--- config.mk ---
export PLATFORM = sky130hd
export DESIGN_NAME = pause_frame_tx
export DESIGN_NICKNAME = d
export VERILOG_FILES = /design/src/rtl/pfg_pkg.sv /design/src/rtl/pfg_ctrl.sv /design/src/rtl/pfg_crc.sv /design/src/rtl/pfg_seq.sv /design/src/rtl/pause_frame_tx.sv
export SDC_FILE = /design/constraint.sdc
export NUM_CORES = 1
export LEC_CHECK = 0
export BUFFER_PORTS_ARGS = -buffer_cell sky130_fd_sc_hd__buf_2
export CAP_MARGIN = 20
export CORE_UTILIZATION = 60
export CTS_CLUSTER_SIZE = 10
export DETAILED_ROUTE_END_ITERATION = 16
export PLACE_DENSITY = 0.92
export SYNTH_ARGS = -nofsm -noshare
export SYNTH_HDL_FRONTEND = slang
export SYNTH_SLANG_ARGS = --single-unit
--- constraint.sdc ---
create_clock -name clk -period 4.4 [get_ports clk]
set_clock_uncertainty 0.05 [all_clocks]
set_input_delay 0.88 -clock clk [delete_from_list [all_inputs] [get_ports clk]]
set_output_delay 0.88 -clock clk [all_outputs]
set_load 0.05 [all_outputs]
--- src/rtl/pfg_pkg.sv ---
package pfg_pkg;

    typedef enum logic [2:0] {
        ST_IDLE,
        ST_PRE,
        ST_DATA,
        ST_FCS,
        ST_GAP
    } pfg_state_e;

    localparam int PRE_NIBS  = 16;
    localparam int FCS_NIBS  = 8;
    localparam int CRC_W     = 32;
    localparam logic [CRC_W-1:0] CRC_POLY = 32'hEDB88320;
    localparam logic [CRC_W-1:0] CRC_SEED = 32'hFFFFFFFF;

    // one octet of the frame body after the start delimiter
    function automatic logic [7:0] body_byte(input int unsigned idx,
                                             input logic [47:0] sa,
                                             input logic [15:0] quanta);
        logic [7:0] b;
        b = 8'h00;
        unique case (idx)
            0:  b = 8'h01;
            1:  b = 8'h80;
            2:  b = 8'hC2;
            3:  b = 8'h00;
            4:  b = 8'h00;
            5:  b = 8'h01;
            6:  b = sa[47:40];
            7:  b = sa[39:32];
            8:  b = sa[31:24];
            9:  b = sa[23:16];
            10: b = sa[15:8];
            11: b = sa[7:0];
            12: b = 8'h88;
            13: b = 8'h08;
            14: b = 8'h00;
            15: b = 8'h01;
            16: b = quanta[15:8];
            17: b = quanta[7:0];
            default: b = 8'h00;
        endcase
        return b;
    endfunction

    // reflected CRC advanced by four data bits, bit 0 first
    function automatic logic [CRC_W-1:0] crc_step4(input logic [CRC_W-1:0] c,
                                                   input logic [3:0] d);
        logic [CRC_W-1:0] r;
        r = c;
        for (int i = 0; i < 4; i++) begin
            if (r[0] ^ d[i]) r = (r >> 1) ^ CRC_POLY;
            else             r = r >> 1;
        end
        return r;
    endfunction

endpackage

--- src/rtl/pfg_ctrl.sv ---
module pfg_ctrl #(
    parameter int TIME_W = 16
) (
    input  logic              clk,
    input  logic              rst_n,
    input  logic              wr_en,
    input  logic              wr_go,
    input  logic [TIME_W-1:0] wr_time,
    input  logic              done,
    output logic              busy,
    output logic [TIME_W-1:0] time_q
);

    logic accept;
    assign accept = wr_en && !busy;

    always_ff @(posedge clk or negedge rst_n) begin
        if (!rst_n) begin
            busy   <= 1'b0;
            time_q <= '0;
        end else if (done) begin
            busy   <= 1'b0;
        end else if (accept) begin
            time_q <= wr_time;
            if (wr_go) busy <= 1'b1;
        end
    end

    assert_busy_locks_time_R4: assert property (@(posedge clk) disable iff (!rst_n)
        busy |=> $stable(time_q));

    assert_go_sets_busy_R3: assert property (@(posedge clk) disable iff (!rst_n)
        (wr_en && wr_go && !busy) |=> busy);

endmodule

--- src/rtl/pfg_crc.sv ---
module pfg_crc
    import pfg_pkg::*;
(
    input  logic             clk,
    input  logic             rst_n,
    input  logic             init,
    input  logic             en,
    input  logic [3:0]       nib,
    output logic [CRC_W-1:0] crc
);

    always_ff @(posedge clk or negedge rst_n) begin
        if (!rst_n)    crc <= CRC_SEED;
        else if (init) crc <= CRC_SEED;
        else if (en)   crc <= crc_step4(crc, nib);
    end

endmodule

--- src/rtl/pfg_seq.sv ---
module pfg_seq
    import pfg_pkg::*;
#(
    parameter int TIME_W    = 16,
    parameter int ADDR_W    = 48,
    parameter int BODY_BYTES = 60,
    parameter int GAP_NIBS  = 24
) (
    input  logic              clk,
    input  logic              rst_n,
    input  logic              busy,
    input  logic [ADDR_W-1:0] src_mac,
    input  logic [TIME_W-1:0] quanta,
    input  logic [CRC_W-1:0]  crc,
    output logic              crc_init,
    output logic              crc_en,
    output logic              done,
    output logic [3:0]        txd,
    output logic              tx_en
);

    localparam int BODY_NIBS = 2 * BODY_BYTES;
    localparam int MAX_NIBS  = (BODY_NIBS > GAP_NIBS) ? BODY_NIBS : GAP_NIBS;
    localparam int CNT_W     = $clog2(MAX_NIBS + 1);

    pfg_state_e       state;
    logic [CNT_W-1:0] cnt;
    logic [7:0]       cur_byte;
    logic [CRC_W-1:0] fcs_word;

    // state register and nibble counter
    always_ff @(posedge clk or negedge rst_n) begin
        if (!rst_n) begin
            state <= ST_IDLE;
            cnt   <= '0;
        end else begin
            unique case (state)
                ST_IDLE: begin
                    cnt <= '0;
                    if (busy) state <= ST_PRE;
                end
                ST_PRE: begin
                    if (cnt == CNT_W'(PRE_NIBS - 1)) begin
                        state <= ST_DATA;
                        cnt   <= '0;
                    end else cnt <= cnt + 1'b1;
                end
                ST_DATA: begin
                    if (cnt == CNT_W'(BODY_NIBS - 1)) begin
                        state <= ST_FCS;
                        cnt   <= '0;
                    end else cnt <= cnt + 1'b1;
                end
                ST_FCS: begin
                    if (cnt == CNT_W'(FCS_NIBS - 1)) begin
                        state <= ST_GAP;
                        cnt   <= '0;
                    end else cnt <= cnt + 1'b1;
                end
                ST_GAP: begin
                    if (cnt == CNT_W'(GAP_NIBS - 1)) begin
                        state <= ST_IDLE;
                        cnt   <= '0;
                    end else cnt <= cnt + 1'b1;
                end
                default: begin
                    state <= ST_IDLE;
                    cnt   <= '0;
                end
            endcase
        end
    end

    assign fcs_word = ~crc;

    // outputs decoded from state and counter
    always_comb begin
        cur_byte = 8'h00;
        txd      = 4'h0;
        tx_en    = 1'b0;
        crc_init = 1'b0;
        crc_en   = 1'b0;
        done     = 1'b0;
        unique case (state)
            ST_IDLE: crc_init = 1'b1;
            ST_PRE: begin
                tx_en    = 1'b1;
                cur_byte = (cnt >= CNT_W'(PRE_NIBS - 2)) ? 8'hD5 : 8'h55;
                txd      = cnt[0] ? cur_byte[7:4] : cur_byte[3:0];
            end
            ST_DATA: begin
                tx_en    = 1'b1;
                crc_en   = 1'b1;
                cur_byte = body_byte(int'(cnt >> 1), src_mac, quanta);
                txd      = cnt[0] ? cur_byte[7:4] : cur_byte[3:0];
            end
            ST_FCS: begin
                tx_en = 1'b1;
                txd   = 4'(fcs_word >> {cnt[2:0], 2'b00});
            end
            ST_GAP: done = (cnt == CNT_W'(GAP_NIBS - 1));
            default: ;
        endcase
    end

    assert_txen_inside_busy_R9: assert property (@(posedge clk) disable iff (!rst_n)
        tx_en |-> busy);

    assert_quiet_line_R9: assert property (@(posedge clk) disable iff (!rst_n)
        !tx_en |-> (txd == 4'h0));

    assert_start_next_edge_R3: assert property (@(posedge clk) disable iff (!rst_n)
        $rose(busy) |=> tx_en);

    assert_gap_holds_busy_R9: assert property (@(posedge clk) disable iff (!rst_n)
        $fell(tx_en) |-> busy);

endmodule

--- src/rtl/pause_frame_tx.sv ---
module pause_frame_tx
    import pfg_pkg::*;
#(
    parameter int TIME_W     = 16,
    parameter int ADDR_W     = 48,
    parameter int BODY_BYTES = 60,
    parameter int GAP_NIBS   = 24
) (
    input  logic              clk,
    input  logic              rst_n,
    input  logic              wr_en,
    input  logic              wr_go,
    input  logic [TIME_W-1:0] wr_pause_time,
    input  logic [ADDR_W-1:0] src_mac,
    output logic              busy,
    output logic [TIME_W-1:0] pause_time,
    output logic [3:0]        txd,
    output logic              tx_en
);

    logic             done;
    logic             crc_init;
    logic             crc_en;
    logic [CRC_W-1:0] crc;

    pfg_ctrl #(.TIME_W(TIME_W)) u_ctrl (
        .clk     (clk),
        .rst_n   (rst_n),
        .wr_en   (wr_en),
        .wr_go   (wr_go),
        .wr_time (wr_pause_time),
        .done    (done),
        .busy    (busy),
        .time_q  (pause_time)
    );

    pfg_seq #(
        .TIME_W     (TIME_W),
        .ADDR_W     (ADDR_W),
        .BODY_BYTES (BODY_BYTES),
        .GAP_NIBS   (GAP_NIBS)
    ) u_seq (
        .clk      (clk),
        .rst_n    (rst_n),
        .busy     (busy),
        .src_mac  (src_mac),
        .quanta   (pause_time),
        .crc      (crc),
        .crc_init (crc_init),
        .crc_en   (crc_en),
        .done     (done),
        .txd      (txd),
        .tx_en    (tx_en)
    );

    pfg_crc u_crc (
        .clk   (clk),
        .rst_n (rst_n),
        .init  (crc_init),
        .en    (crc_en),
        .nib   (txd),
        .crc   (crc)
    );

endmodule

### After elaboration in Yosys (flattened, before gate mapping)

Index checks and enable logic that the tools add are counted.

* shifts and indexed selects: 1
* bitwise logic cells: 10
* order comparisons: 1
* reductions and logical operators: 12
* eq/ne operators: 27
* mux-type cells: 35
* div/mod/pow operators: 0
* add/sub/neg operators: 1
* $mul: 0

Operators by type and width (count)
* 32-bit two-way mux: 12
* 8-bit one-hot mux with 13 select lines: 1
* 13-bit NOT with 14-bit output: 4
* 6-bit by 4-bit equality test with 1-bit output (second input constant): 7
* 32-bit zero test: 1
* 32-bit NOT: 1
* 32-bit by 5-bit right shift with 4-bit output: 1
* 7-bit two-way mux: 4
* 7-bit one-hot mux with 4 select lines: 1
* 6-bit by 3-bit equality test with 1-bit output (second input constant): 3
* 3-bit two-way mux: 5
* 3-bit one-hot mux with 5 select lines: 1
* 6-bit by 5-bit equality test with 1-bit output (second input constant): 2
* 4-bit one-hot mux with 3 select lines: 1
* 4-bit two-way mux: 2
* 8-bit two-way mux: 1
* 2-bit by 1-bit inequality test with 1-bit output (second input constant): 4
* 7-bit by 1-bit adder with 7-bit output (second input constant): 1
* 7-bit by 3-bit equality test with 1-bit output (second input constant): 1
* 7-bit by 4-bit equality test with 1-bit output (second input constant): 1
* 7-bit by 5-bit equality test with 1-bit output (second input constant): 1
* 7-bit equality test (second input constant): 1
* 7-bit by 4-bit >= comparator with 1-bit output (second input constant): 1
* 1-bit two-way mux: 7
* other kinds (15): 23

* output and inout bits: 22
* RAM bits: 0
* bits in registers: 59
* memories kept: 0
* bits in read-only memories: 0
* logic and storage cells: 92
* latch bits: 0

### Logic depth before layout (Yosys ltp)

* depth in word-level cells: 21
* mapped depth: 12

### Modules after synthesis

A second synthesis with hierarchy kept.

* cell total of the unflattened synthesis: 394
* area total of the unflattened synthesis: 4105.2 µm²

Modules (own cells, without submodules)
* pfg_crc: instances 1, area each 1750.4 µm², cells each 155, seq. area each 840.8 µm²
* pfg_seq: instances 1, area each 1706.6 µm², cells each 202, seq. area each 250.2 µm²
* pfg_ctrl: instances 1, area each 648.1 µm², cells each 37, seq. area each 425.4 µm²

### Worst setup path before layout

No wires, ideal clock.

* path type: input to output
* from: input port src_mac[5]
* to: output port txd[1]
* path slack: 1.218 ns
* arrival time: 2.252 ns
* cell stages on the path: 5
* cells stage by stage: mux4_2 a221oi_1 nand2_1 a31oi_4 inv_1

* cells in the longest elaborated chain, start to end: 3

Ends and longest elaborated chain
* from (decl): RTL line pause_frame_tx.sv:14 `input logic [ADDR_W-1:0] src_mac,`
* 8-bit one-hot mux with 13 select lines: RTL line pfg_pkg.sv:23 `unique case (idx)`
* 4-bit two-way mux: RTL line pfg_seq.sv:95 `txd = cnt[0] ? cur_byte[7:4] : cur_byte[3:0];`
* 4-bit one-hot mux with 3 select lines: RTL line pfg_seq.sv:84 `unique case (state)`
* to (decl): RTL line pause_frame_tx.sv:17 `output logic [3:0] txd,`

No other way between the ends.

### Worst setup path in the final report

* from: register u_seq.cnt[1]
* to: output port txd[1]

* cells in the longest elaborated chain, start to end: 5
* elaborated cells on any way between the ends: 20
* those cells by class: eq/ne: 14; shift: 1; mux: 3; reduce/logical: 2

Ends and longest elaborated chain
* from (decl): RTL line pfg_seq.sv:27 `logic [CNT_W-1:0] cnt;`
* from (signal assigned): RTL line pfg_seq.sv:46 `end else cnt <= cnt + 1'b1;`
* from (signal assigned): RTL line pfg_seq.sv:52 `end else cnt <= cnt + 1'b1;`
* from (signal assigned): RTL line pfg_seq.sv:58 `end else cnt <= cnt + 1'b1;`
* 32-bit zero test (tied with other cells): RTL line pfg_pkg.sv:23
* 3-bit OR reduction (no source line)
* 8-bit one-hot mux with 13 select lines: RTL line pfg_pkg.sv:23
* 4-bit two-way mux: RTL line pfg_seq.sv:95
* 4-bit one-hot mux with 3 select lines (*): RTL line pfg_seq.sv:84

Every way passes the cells marked *; elsewhere a longest branch is shown, timed or not.

==> flow_summary.toml <==
[status]
status = "complete, no violations"

[logic_synthesis]
synth.area.top_cells = "dfstp_2 (20%), dfrtp_1 (16%), xnor3_1 (8.5%), mux2_2 (6.3%), mux4_2 (5.8%)"
syn_nets = 441
syn-cell-area_um2 = 4260
synth_enable_flop_cells = 0
synth_top_area_cell = "dfstp_2"
synth_common_cells = "nor2_1 (45), dfstp_2 (32), a21oi_1 (30), dfrtp_1 (27), mux2_2 (24)"
synthCells = 371
yosys.area_share.simple = 0.121
synth_flop_cell = "dfstp_2"
synth-seq-cells = 59
synthArstFlopShare = 1.00
synth_most_common_cell = "nor2_1"
synth_mux_area_frac = 0.131
syn_area_per_cell_um2 = 11.5
synth_top_family_by_area = "XOR/XNOR gates"
seq_area_frac_synth = 0.356
synth_fa_ha_area_frac = 0.00588
ys_types = 63
ys_warn_count = 0
synth.top_cell.area_share = 0.197
synth-compound-area-share = 0.148
synth-xor-area-share = 0.186

[timing]
tightest_slew_ns = 0.755
fin_crit_sh = 0.869
rsz0062_at_grt = "no"
final-max-slew-violation-count = 0
timing.fmax_mhz = 262
min_period_ns = 3.82
setup_viol = 0
hold_viol = 0
slew_headroom = 0.494
setup_tns_ns = 0

[grt]
antenna_found_initial = 0
globalRoute.totalOverflow = 0
grt_max_degree = 60
grt_pass1_wl_um = 17800
grtUsageTotal = 0.316
first_global_vias = 3668

[cts]
ctsLongestPathBuffers = 2
worstSkewPairLatency_ns = 0.34
cts_resized = 0
clkSlewWorstSetupHoldPaths_ns = 0.07
cts_made_buffers = 9
hold_buffers = 0
cts_setup_buffers = 0
cts-root-buf = "clkbuf_8"
clock-sinks = 59
cts_tree = "done"
cts.htree.levels = 3

[die]
die_area_um2 = 7440
die_x_um = 86.3
die_h_um = 86.3
boundaryPins = 90
core-area_um2 = 6830
start_util = 0.623
rows = 30

[place]
port_buffers = 89
placed_cell_area_um2 = 4770
dpl.cell_count = 543
post-dp-hpwl_um = 7940
place.gp.congestion = 0.983

[layout]
design_area_um2 = 4970
fillers = 468
antennaDiodeCount = 0
final-instance-count-excl-fill = 559
nNetsFinal = 528
drive_gt1_frac = 0.438
area_growth_pct = 16.8

[worst_setup_path]
cp_max_fo = 10
critPathKind = "reg -> out"
crit_path_cell_trace = "buf_4 -> mux4_2 -> a222oi_1 -> nand4_1 -> a31oi_4 -> inv_1 -> buf_2"
end_kind = "output pin"
cp_slowest_stage_delay_ns = 0.61
critical_path_required_ns = 3.47
crit_path_start_kind = "flop"
slowest_stage = "dfrtp_1"
crit_arrival_ns = 2.89
r2r.worst_path.cells = 9

[hold_path]
hold_depth = 2
hold_class = "reg -> reg"

[route]
drc = 0
drtIter0Drc = 414
avgViaCountPerCell = 6.31
ant_nets = 0
dr.pass1.iters = 5
wl_per_cell_um = 19.4
routed_wl_um = 10800
vias = 3525

[power]
p_switching_mw = 1.93
power_density_nw_per_um2 = 969
sw_frac_of_total = 0.401
power.share.clock = 0.113
irDropWorstVdd_mv = 0.854
power_frac_comb = 0.663
pwr-share-seq = 0.224
p_int_mw = 2.89
p_leak_nw = 2.28

[flow_run]
cap_violations = 0
[area by class of cell]
| type | instances | area [µm²] | area share |
|---|---|---|---|
| Clock buffer | 11 | 131 | 0.0264 |
| Clock inverter | 5 | 76.3 | 0.0153 |
| Inverter | 11 | 41.3 | 0.00830 |
| Multi-Input combinational cell | 273 | 2530 | 0.509 |
| Sequential cell | 59 | 1520 | 0.305 |
| Tap cell | 96 | 120 | 0.0241 |
| Timing Repair Buffer | 104 | 558 | 0.112 |
[power groups by stage]
| stage | Sequential, mW | Clock (mW) | Combinational, mW |
|---|---|---|---|
| 2_1_floorplan | 1.07 | 0 | 2.66 |
| 3_3_place_gp | 1.06 | 0 | 3.06 |
| 3_5_place_dp | 1.08 | 0 | 3.20 |
| 4_1_cts | 1.07 | 0.545 | 3.20 |
| 5_1_grt | 1.10 | 0.573 | 3.40 |
| 6_report | 1.08 | 0.544 | 3.20 |
[critical path: cells and delay by family, from the launching register on]
family                 cells  cell delay [ns]
AO/OA/AOI/OAI              2             0.62
multiplexers               1             0.51
flip-flops                 1             0.61
AND/OR/NAND/NOR            1             0.21
buffers and inverters      3             0.59
[metal layers]
layer	global-route usage	vias up	part of all wire
li1	-	1540	-
met1	0.408	1719	0.39
met2	0.528	224	0.50
met3	0.0524	42	0.078
met4	0.142	0	0.031
met5	0	-	0
[state kept, by name, summed over array words and instances (netlist names)]
register and cells:
u_ctrl.busy 1, u_crc.crc 32, u_seq.state 3, u_seq.cnt 7, u_ctrl.time_q 16
[final timing paths]
| path | startpoint | end | slack [ns] |
|---|---|---|---|
| setup / recovery | u_seq.cnt[1]$_DFF_PN0_ | txd[1] | 0.58 |
| hold / removal | u_crc.crc[5]$_DFFE_PN1P_ | u_crc.crc[1]$_DFFE_PN1P_ | 0.45 |
| setup reg to reg | u_seq.cnt[4]$_DFF_PN0_ | u_crc.crc[23]$_DFFE_PN1P_ | 0.67 |
| hold reg to reg | u_crc.crc[5]$_DFFE_PN1P_ | u_crc.crc[1]$_DFFE_PN1P_ | 0.45 |
| max in group asynchronous | rst_n | u_ctrl.time_q[3]$_DFFE_PN0P_ | 3.18 |
| min in group asynchronous | rst_n | u_seq.state[1]$_DFFE_PN0P_ | 0.65 |
[per-stage QoR]
stage	total power, mW	hold WS, ns	setup slack, ns	util
5_1_grt	5.07	0.468	0.370	0.728
3_5_place_dp	4.27	0.446	0.831	0.698
6_report	4.82	0.446	0.576	0.728
2_1_floorplan	3.73	0.415	1.22	-
3_3_place_gp	4.12	0.426	0.949	0.698
4_1_cts	4.82	0.447	0.621	0.728
[cell usage in the layout, fill, tap and decap left out, types with 3 or more instances in the layout]
cell type,instances
buf_2,89
nor2_1,44
dfstp_2,32
a21oi_1,30
dfrtp_1,27
mux2_2,24
nand2_1,17
xnor2_1,16
xnor3_1,16
buf_4,15
nand3_1,12
mux4_2,11
inv_1,9
o22a_1,9
xor3_1,9
clkbuf_8,9
a31oi_1,7
nor2b_1,6
a22oi_1,5
a221oi_1,4
and2_1,3
nand2b_1,3
a222oi_1,3
mux2i_1,3
o21ai_0,3
[kinds of logic (layout without fill, tap and decap cells)]
logic type | count (synthesis) | after routing
adder cells (fa/ha/maj) | 2 | 2
buffers and inverters | 39 | 131
multiplexers | 39 | 39
AO/OA/AOI/OAI | 83 | 83
AND/OR/NAND/NOR | 103 | 103
XOR/XNOR | 46 | 46
flip-flops | 59 | 59
(Power assumes the default switching activity.)
